==> config.mk <==
export PLATFORM = sky130hd
export DESIGN_NAME = dcb_word_serializer
export DESIGN_NICKNAME = d
export VERILOG_FILES = /design/src/rtl/dcb_ser_pkg.sv /design/src/rtl/dcb_frame_timer.sv /design/src/rtl/dcb_input_pipe.sv /design/src/rtl/dcb_word_builder.sv /design/src/rtl/dcb_shifter.sv /design/src/rtl/dcb_word_serializer.sv
export SDC_FILE = /design/constraint.sdc
export NUM_CORES = 1
export LEC_CHECK = 0
export BUFFER_PORTS_ARGS = -buffer_cell sky130_fd_sc_hd__buf_2
export CORE_MARGIN = 2
export CORE_UTILIZATION = 34
export DETAILED_ROUTE_END_ITERATION = 7
export HOLD_SLACK_MARGIN = 0.05
export SLEW_MARGIN = 20
export SYNTH_ARGS = -nofsm -noshare
export SYNTH_HDL_FRONTEND = slang
export SYNTH_SLANG_ARGS = --single-unit
==> constraint.sdc <==
create_clock -name clk -period 14.6 [get_ports clk]
set_input_delay 1.46 -clock clk [delete_from_list [all_inputs] [get_ports clk]]
set_output_delay 1.46 -clock clk [all_outputs]
set_load 0.1 [all_outputs]
==> src/rtl/dcb_ser_pkg.sv <==
// Shared types for the DC-balanced word serializer.
package dcb_ser_pkg;
    // Kind of word chosen for one parallel frame
    typedef enum logic [1:0] {
        WK_CTRL  = 2'd0,
        WK_VIDEO = 2'd1,
        WK_PRE   = 2'd2,
        WK_POST  = 2'd3
    } word_kind_e;
endpackage

==> src/rtl/dcb_frame_timer.sv <==
// Frame timer: divides the bit clock by DIV to make the parallel clock.
// It produces the capture/load tick and the word-start strobe.
// Assumes DIV >= 2. The tick is high in the last bit time of each frame.
module dcb_frame_timer #(
    parameter int DIV = 20
) (
    input  logic clk,
    input  logic rst_n,
    output logic tick,
    output logic par_clk,
    output logic word_start
);
    localparam int CW = $clog2(DIV);

    logic [CW-1:0] cnt_q;
    logic          ws_q;

    // Bit position counter within the current frame
    always_ff @(posedge clk) begin
        if (!rst_n)
            cnt_q <= '0;
        else if (cnt_q == CW'(DIV - 1))
            cnt_q <= '0;
        else
            cnt_q <= cnt_q + 1'b1;
    end

    // Strobe that marks the bit time carrying bit 0
    always_ff @(posedge clk) begin
        if (!rst_n)
            ws_q <= 1'b0;
        else
            ws_q <= tick;
    end

    assign tick       = (cnt_q == CW'(DIV - 1));
    assign par_clk    = (cnt_q < CW'(DIV / 2));
    assign word_start = ws_q;
endmodule

==> src/rtl/dcb_input_pipe.sv <==
// Input pipe: captures data-enable and the selected payload on each tick.
// It delays them by GUARD frames and reports whether any of the GUARD
// newer frames or the GUARD older frames had data-enable set.
// Assumes VID_W > CTL_W and GUARD >= 1.
module dcb_input_pipe #(
    parameter int VID_W = 18,
    parameter int CTL_W = 9,
    parameter int GUARD = 2
) (
    input  logic             clk,
    input  logic             rst_n,
    input  logic             tick,
    input  logic             de_in,
    input  logic [VID_W-1:0] vid_in,
    input  logic [CTL_W-1:0] ctl_in,
    output logic             cur_de,
    output logic [VID_W-1:0] cur_pay,
    output logic             look_any,
    output logic             hist_any
);
    localparam int DEPTH = GUARD + 1;

    logic [GUARD:0]   st_de;
    logic [VID_W-1:0] st_pay [DEPTH];
    logic [GUARD-1:0] hist_q;
    logic [VID_W-1:0] cap_pay;

    // Select the payload that data-enable picks
    always_comb begin
        cap_pay = de_in ? vid_in : {{(VID_W - CTL_W){1'b0}}, ctl_in};
    end

    // Data-enable delay line, index 0 newest
    always_ff @(posedge clk) begin
        if (!rst_n)
            st_de <= '0;
        else if (tick)
            st_de <= {st_de[GUARD-1:0], de_in};
    end

    // Payload delay line, moves in step with data-enable
    always_ff @(posedge clk) begin
        if (!rst_n) begin
            for (int i = 0; i < DEPTH; i++) st_pay[i] <= '0;
        end else if (tick) begin
            st_pay[0] <= cap_pay;
            for (int i = 1; i < DEPTH; i++) st_pay[i] <= st_pay[i-1];
        end
    end

    // History of data-enable for frames already sent
    always_ff @(posedge clk) begin
        if (!rst_n)
            hist_q <= '0;
        else if (tick)
            hist_q <= (hist_q << 1) | GUARD'(st_de[GUARD]);
    end

    assign cur_de   = st_de[GUARD];
    assign cur_pay  = st_pay[GUARD];
    assign look_any = |st_de[GUARD-1:0];
    assign hist_any = |hist_q;
endmodule

==> src/rtl/dcb_word_builder.sv <==
// Word builder: frames the current payload as a video, control or
// transition word. It applies the disparity-driven symbol inversion and
// keeps the clamped running disparity, which it updates on each tick.
// Assumes WORD_W = VID_W + 2 = 1 + 2*TRIPLE_N + CTL_W.
module dcb_word_builder
    import dcb_ser_pkg::*;
#(
    parameter int                  VID_W     = 18,
    parameter int                  CTL_W     = 9,
    parameter int                  TRIPLE_N  = 5,
    parameter int                  RD_MAX    = 127,
    parameter int                  WORD_W    = VID_W + 2,
    parameter int                  RD_W      = $clog2(RD_MAX + 1) + 1,
    parameter logic [WORD_W-1:0]   PRE_WORD  = 20'h03F03,
    parameter logic [WORD_W-1:0]   POST_WORD = 20'hFC0FC
) (
    input  logic                   clk,
    input  logic                   rst_n,
    input  logic                   tick,
    input  logic                   cur_de,
    input  logic [VID_W-1:0]       cur_pay,
    input  logic                   look_any,
    input  logic                   hist_any,
    output logic [WORD_W-1:0]      word,
    output word_kind_e             kind,
    output logic signed [RD_W-1:0] run_disp
);
    logic signed [RD_W-1:0] rd_q;
    logic [WORD_W-1:0]      ctl_word;
    logic [WORD_W-1:0]      vid_word;
    logic                   inv;
    int                     sym_disp;
    int                     word_disp;
    int                     rd_sum;

    // Control framing: type bit, triplicated low bits, single high bits
    assign ctl_word[0] = 1'b0;
    for (genvar k = 0; k < TRIPLE_N; k++) begin : g_triple
        assign ctl_word[1 + 3*k +: 3] = {3{cur_pay[k]}};
    end
    for (genvar k = TRIPLE_N; k < CTL_W; k++) begin : g_single
        assign ctl_word[1 + 2*TRIPLE_N + k] = cur_pay[k];
    end

    // Inversion decision and video framing
    always_comb begin
        sym_disp = 2 * $countones(cur_pay) - VID_W;
        inv      = ((rd_q > 0) && (sym_disp > 0)) || ((rd_q < 0) && (sym_disp < 0));
        vid_word = {(inv ? ~cur_pay : cur_pay), inv, 1'b1};
    end

    // Word kind: video first, then the pre-rise guard, then the post-fall guard
    always_comb begin
        if (cur_de)        kind = WK_VIDEO;
        else if (look_any) kind = WK_PRE;
        else if (hist_any) kind = WK_POST;
        else               kind = WK_CTRL;
    end

    // Word selection by kind
    always_comb begin
        case (kind)
            WK_VIDEO: word = vid_word;
            WK_PRE:   word = PRE_WORD;
            WK_POST:  word = POST_WORD;
            default:  word = ctl_word;
        endcase
    end

    // Next running disparity, clamped to +/- RD_MAX
    always_comb begin
        word_disp = 2 * $countones(word) - WORD_W;
        rd_sum    = int'(rd_q) + word_disp;
        if (rd_sum > RD_MAX)       rd_sum = RD_MAX;
        else if (rd_sum < -RD_MAX) rd_sum = -RD_MAX;
    end

    // Running disparity register, updated once per emitted word
    always_ff @(posedge clk) begin
        if (!rst_n)
            rd_q <= '0;
        else if (tick)
            rd_q <= RD_W'(rd_sum);
    end

    assign run_disp = rd_q;
endmodule

==> src/rtl/dcb_shifter.sv <==
// Output shifter: loads a word on the tick and shifts it right once per
// bit clock, so the least significant bit leaves first.
module dcb_shifter #(
    parameter int WORD_W = 20
) (
    input  logic              clk,
    input  logic              rst_n,
    input  logic              tick,
    input  logic [WORD_W-1:0] word,
    output logic              serial
);
    logic [WORD_W-1:0] sreg_q;

    // Load on tick, otherwise shift toward bit 0
    always_ff @(posedge clk) begin
        if (!rst_n)
            sreg_q <= '0;
        else if (tick)
            sreg_q <= word;
        else
            sreg_q <= {1'b0, sreg_q[WORD_W-1:1]};
    end

    assign serial = sreg_q[0];
endmodule

==> src/rtl/dcb_word_serializer.sv <==
// Top: DC-balanced video/control word serializer. Runs on the bit clock,
// makes the parallel clock by dividing it down, and delays data-enable by
// GUARD frames so that transition words can go ahead of each phase change.
module dcb_word_serializer
    import dcb_ser_pkg::*;
#(
    parameter int                  VID_W     = 18,
    parameter int                  CTL_W     = 9,
    parameter int                  TRIPLE_N  = 5,
    parameter int                  GUARD     = 2,
    parameter int                  RD_MAX    = 127,
    parameter logic [VID_W+1:0]    PRE_WORD  = 20'h03F03,
    parameter logic [VID_W+1:0]    POST_WORD = 20'hFC0FC
) (
    input  logic             clk,
    input  logic             rst_n,
    input  logic             de_in,
    input  logic [VID_W-1:0] video_in,
    input  logic [CTL_W-1:0] ctrl_in,
    output logic             par_clk_o,
    output logic             word_start_o,
    output logic             serial_o
);
    localparam int WORD_W = VID_W + 2;
    localparam int RD_W   = $clog2(RD_MAX + 1) + 1;

    logic                   tick;
    logic                   cur_de;
    logic [VID_W-1:0]       cur_pay;
    logic                   look_any;
    logic                   hist_any;
    logic [WORD_W-1:0]      word;
    word_kind_e             kind;
    logic signed [RD_W-1:0] run_disp;

    dcb_frame_timer #(.DIV(WORD_W)) u_timer (
        .clk        (clk),
        .rst_n      (rst_n),
        .tick       (tick),
        .par_clk    (par_clk_o),
        .word_start (word_start_o)
    );

    dcb_input_pipe #(.VID_W(VID_W), .CTL_W(CTL_W), .GUARD(GUARD)) u_pipe (
        .clk      (clk),
        .rst_n    (rst_n),
        .tick     (tick),
        .de_in    (de_in),
        .vid_in   (video_in),
        .ctl_in   (ctrl_in),
        .cur_de   (cur_de),
        .cur_pay  (cur_pay),
        .look_any (look_any),
        .hist_any (hist_any)
    );

    dcb_word_builder #(
        .VID_W     (VID_W),
        .CTL_W     (CTL_W),
        .TRIPLE_N  (TRIPLE_N),
        .RD_MAX    (RD_MAX),
        .WORD_W    (WORD_W),
        .RD_W      (RD_W),
        .PRE_WORD  (PRE_WORD),
        .POST_WORD (POST_WORD)
    ) u_build (
        .clk      (clk),
        .rst_n    (rst_n),
        .tick     (tick),
        .cur_de   (cur_de),
        .cur_pay  (cur_pay),
        .look_any (look_any),
        .hist_any (hist_any),
        .word     (word),
        .kind     (kind),
        .run_disp (run_disp)
    );

    dcb_shifter #(.WORD_W(WORD_W)) u_shift (
        .clk    (clk),
        .rst_n  (rst_n),
        .tick   (tick),
        .word   (word),
        .serial (serial_o)
    );
endmodule

---- Word-level counts from Yosys, hierarchy flattened ----
Memory sizes are Yosys's and may differ from the RTL's.
Cells that the tools add are included.
Widths: inputs -> output; s select.
word-level totals
  register bits after elaboration ......... 39
  latch bits .............................. 0
  bits in writable memories ............... 54
  ROM bits ................................ 0
  bits of input ports ..................... 30
  memories kept ........................... 1
cells by class
  add/subtract/negate cells ............... 40
  multiply operators ...................... 0
  divide/modulo/power cells ............... 0
  order comparisons ....................... 7
  eq/ne operators ......................... 4
  shifts and indexed selects .............. 0
  muxes and demuxes ....................... 16
  bitwise logic cells ..................... 6
  reductions and logical operators ........ 7
memories
  name           words  bits a word  read ports  clocked after Yosys merged registers in  write ports  line                  text
  u_pipe.st_pay  3      18           3           0                                        3            dcb_input_pipe.sv:24  logic [VID_W-1:0] st_pay [DEPTH];
operator list
  operator               number
  $add 31x31->31         17
  $mux 18                5
  $sub 32x6->32 const B  2
  $pmux 20 s3            1
  $add 1x1->2            19
  $add 8x32->32          1
  $gt 32x1->1 const B    1
  $gt 32x8->1 const B    1
  $lt 32x1->1 const B    1
  $lt 32x8->1 const B    1
  $mux 19                1
  $not 18->18            1
  $mux 8                 2
  $gt 8x1->1 const B     1
  $lt 8x1->1 const B     1
  $mux 2                 3
  $reduce_or 2->1        3
  $add 5x1->5 const B    1
  $eq 5x5->1 const B     1
  $lt 5x4->1 const B     1
  $eq 2x2->1 const B     2
  $mux 1                 4
  $or 1x1->1             3
  $eq 2x1->1 const B     1
  other kinds (5)        6

---- Depth between registers and ports, before layout ----
An unclocked memory read counts as a cell.
  word-level depth ........................ 22
  mapped depth ............................ 51
  gate-level depth less buffers ........... 49

---- Modules after synthesis ----
From an unflattened synthesis, not the netlist that was laid out.
unflattened totals
  cell total of the unflattened synthesis .. 563
  area total of the unflattened synthesis .. 5866.9 sq um
by module, submodules not included
  module            instances  cells an instance  area an instance (sq um)  seq. area each (sq um)
  dcb_input_pipe    1          166                2446.1                    1721.7
  dcb_word_builder  1          307                2403.6                    160.2
  dcb_shifter       1          63                 745.7                     400.4
  dcb_frame_timer   1          27                 271.5                     120.1

---- Worst setup path after synthesis ----
OpenSTA, ideal clock, no wires.
  path kind ............................... reg-to-reg
  start ................................... memory u_pipe.st_pay[2][0], in the netlist u_pipe.st_pay[0][36]
  end ..................................... register u_build.rd_q[1], in the netlist u_build.run_disp[1]
  library setup time ...................... 0.074 ns
  arrival time ............................ 11.001 ns
  data required time ...................... 14.526 ns
  path slack .............................. 3.525 ns
  stages on the path, launching flop included .. 48
  buffers on the path ..................... 2
  clock period less this slack ............ 11.075 ns
  cells stage by stage .................... edfxtp_1 -> ha_1 -> inv_1 -> fa_1 -> inv_1 -> fa_1 -> inv_1 -> fa_1 -> fa_1 -> inv_1 -> fa_1 -> inv_1 -> fa_1 -> and2b_1 -> o21a_1 -> nor2_1 -> ha_1 -> nand2_1 -> (+12 left out) -> inv_1 -> fa_1 -> inv_1 -> ha_1 -> a21o_1 -> a21oi_1 -> xnor2_1 -> ha_1 -> ha_1 -> o21ai_0 -> o21bai_1 -> a21o_1 -> inv_1 -> fa_1 -> a2111o_1 -> a22oi_1 -> nand2_1 -> o21ai_0
RTL lines
  element                 line                    text
  start: declaration      dcb_input_pipe.sv:24
  end signal: assignment  dcb_word_builder.sv:83  rd_q <= RD_W'(rd_sum);
  end: declaration        dcb_word_builder.sv:28  logic signed [RD_W-1:0] rd_q;

==> flow_summary_export.csv <==
group,metric,value,unit
status,status,"finished, final reports clean",
synthesis,synth_nets,697,
global_route,grt_pass1_vias,4077,
sta,fin_crit_sh,82.7,%
power,power_leakage,2.92,nW
setup_path,r2r_end,"u_build.run_disp[1]$_SDFFE_PN0P_",
layout,layout.cells.non_filler,832,
sta,setup_ws,2520,ps
sta,setup_viol_count_final,0,
power,clkPwrFrac,26.6,%
synthesis,synth_edf_count,54,
setup_path,cp_num_buf_inv,10,
clock_network,htree_num_levels,3,
clock_network,clkSinkCount,93,
detailed_routing,num_vias,4229,
flow_run,maxCapViolCount,0,
place,portBuffers,32,
setup_path,cp_max_fo,53,
power,pwr-share-comb,40.6,%
sta,post-route-min-period,12080,ps
global_route,grt_use_total,13.5,%
sta,whs,453,ps
global_route,antenna_found_initial,0,
setup_path,crit_type,"reg2reg",
layout,antenna_cells,0,
power,p_sw,0.307,mW
layout,mostFrequentLayoutCells,"68 x inv_1, 54 x edfxtp_1, 49 x and3_1",
clock_network,cts_buffers,9,
place,dp_hpwl,8.50,mm
hold_path,min_from,"u_timer.cnt_q[0]$_SDFF_PP0_",
setup_path,r2r-start,"u_pipe.st_pay[0][36]$_SDFFCE_PN0P_",
global_route,overflow,0,
layout,area_delta_synth_final,9.81,%
setup_path,rrSetupSlack,2520,ps
synthesis,ys_seq_area_share,40.1,%
clock_network,cts_root_buf,"clkbuf_16",
die,die_area,18700,µm²
setup_path,worst_ep_required_time,14860,ps
synthesis,synth_seq_cells,93,
sta,slew_violations,0,
sta,rsz0062_at_grt,"no",
setup_path,critPathLaunchType,"flip-flop",
setup_path,crit_path_top_delay_cell,"fa_1",
global_route,grt_pass1_wl,19.9,mm
die,placeableCoreArea,17300,µm²
detailed_routing,avgRoutedWirePerCell,14.4,µm
setup_path,cp.arrival,12340,ps
die,io_pins,33,
layout,final_common_cell,"inv_1",
global_route,grt_max_degree,59,
clock_network,clockBufferDepth,2,
place,dp.cells,816,
layout,fin_nets,706,
power,p_per_area,133,nW/µm²
power,power_frac_seq,32.8,%
power,intPower,0.569,mW
sta,slew_headroom,36.7,%
setup_path,ff2ff_path_depth,46,
synthesis,yosys.cell_types.count,47,
hold_path,hold_class,"reg2reg",
hold_path,holdPathEnd,"u_timer.cnt_q[0]$_SDFF_PP0_",
clock_network,postCtsSetupBuffers,0,
sta,tightest_slew,947,ps
setup_path,endpoint_kind,"flip-flop",
power,swShare,35.0,%
power,peakVddDrop,90.1,µV
setup_path,cp_common_cell,"fa_1",
die,start_util,34.7,%
synthesis,yosys_warnings,0,
synthesis,syn_area,6000,µm²
detailed_routing,first_iter_violations,345,
clock_network,ctsHoldBuffers,0,
detailed_routing,drc,0,
setup_path,worst_path_largest_cell_delay,580,ps
clock_network,cts_tree,"built",
die,die_width,137,µm
synthesis,synthArstFlopShare,0,%
sta,finalHoldViolations,0,
clock_network,cts_resized,0,
sta,clock-skew-final,7.36,ps
layout,layout-drive-gt1-share,9.88,%
synthesis,synth_ff_type,"edfxtp_1",
sta,max_freq,0.0828,GHz
die,rows,48,
place,gp_congestion,0.851,
sta,tns,0,ps
detailed_routing,drt_wl_total,12.0,mm
detailed_routing,ant_nets,0,
place,dpl_worst_slack,2510,ps
detailed_routing,vias_per_cell,5.08,
clock_network,clkTransAtPathRegs,70,ps
die,die_y,137,µm
synthesis,syn_inst,593,
clock_network,clock_latency,340,ps
setup_path,path_delay_family,"adder cells",
hold_path,holdPathStages,1,
synthesis,avgSynthCellArea,10.1,µm²
detailed_routing,drt-pass1-iter-count,5,
==> sequential cells by signal, indices dropped and copies added (netlist names) <==
name / count
u_shift.sreg_q: 20
u_timer.cnt_q: 5
u_pipe.st_de: 3
u_timer.word_start: 1
u_pipe.hist_q: 2
u_build.run_disp: 8
u_pipe.st_pay: 54
==> through the flow <==
| step | utilization (%) | area (µm²) | total power, mW |
|---|---|---|---|
| floorplan | - | 6000 | 0.570 |
| global placement | 36.3 | 6280 | 0.629 |
| detailed placement | 36.3 | 6280 | 0.646 |
| CTS | 38.1 | 6580 | 0.881 |
| global route | 38.1 | 6580 | 0.946 |
| finish | 38.1 | 6580 | 0.876 |
==> final cells by class <==
type / count / area [µm²]
clock buffers: 9 / 225
clock inverters: 7 / 73.8
fillers: 1704 / 10700
inverters: 70 / 264
multi-input cells: 393 / 3150
flip-flops and latches: 93 / 2400
well taps: 225 / 282
repair buffers: 35 / 183
==> cells by family (layout without fill, tap and decap cells) <==
logic type,Yosys count,in the layout,synth area share (%)
xor gates and xnor gates,24,24,3.51
adders and majority gates,74,74,19.1
buffers and inverters,107,121,7.32
and+or+nand+nor,185,185,16.7
DFF,93,93,40.1
muxes,13,13,2.19
AOI/OAI and AO/OA,97,97,11.1
==> per-layer routing <==
metal / vias up / GRT usage [%] / wire [µm]
li1: 2095 / - / -
met1: 2014 / 17.3 / 5290
met2: 104 / 22.6 / 5850
met3: 16 / 2.00 / 572
met4: 0 / 5.73 / 244
met5: - / 0 / 0
==> cell usage after synthesis, types with 5 or more instances <==
library cell / n / share of area [%]
xor2_1: 9 / 1.3
dfxtp_1: 39 / 13
a21o_1: 9 / 1.1
nand2_1: 27 / 1.7
and3_1: 49 / 5.1
o22ai_1: 13 / 1.4
o211ai_1: 16 / 2.0
mux2i_1: 12 / 2.0
nand4b_1: 17 / 2.5
nand2b_1: 10 / 1.0
edfxtp_1: 54 / 27
xnor2_1: 15 / 2.2
a221o_1: 6 / 1.0
nor2_1: 44 / 2.8
o21ai_0: 12 / 1.0
a21oi_1: 20 / 1.7
inv_1: 69 / 4.3
fa_1: 29 / 9.7
nand3_1: 27 / 2.3
a22oi_1: 5 / 0.63
ha_1: 45 / 9.4
clkbuf_1: 30 / 1.9
==> power groups by stage <==
stage          combinational, mW  clock, mW  sequential [mW]
2_1_floorplan              0.279          0            0.291
3_3_place_gp               0.337          0            0.293
3_5_place_dp               0.353          0            0.293
4_1_cts                    0.356      0.238            0.287
5_1_grt                    0.411      0.248            0.288
6_report                   0.356      0.233            0.287
==> worst max-delay path by stage <==
stage,from,to,slack [ps],depth (start not counted)
after floorplan,u_pipe.st_pay[0][36]$_SDFFCE_PN0P_,u_build.run_disp[1]$_SDFFE_PN0P_,3530,47
after CTS,u_pipe.st_pay[0][36]$_SDFFCE_PN0P_,u_build.run_disp[1]$_SDFFE_PN0P_,2490,46
after global placement,u_pipe.st_pay[0][36]$_SDFFCE_PN0P_,u_build.run_disp[1]$_SDFFE_PN0P_,2850,46
after global routing,u_pipe.st_pay[0][36]$_SDFFCE_PN0P_,u_build.run_disp[1]$_SDFFE_PN0P_,1810,46
after detailed placement,u_pipe.st_pay[0][36]$_SDFFCE_PN0P_,u_build.run_disp[1]$_SDFFE_PN0P_,2510,46
final,u_pipe.st_pay[0][36]$_SDFFCE_PN0P_,u_build.run_disp[1]$_SDFFE_PN0P_,2520,46
Note: power is estimated with default switching activity, not from simulation.
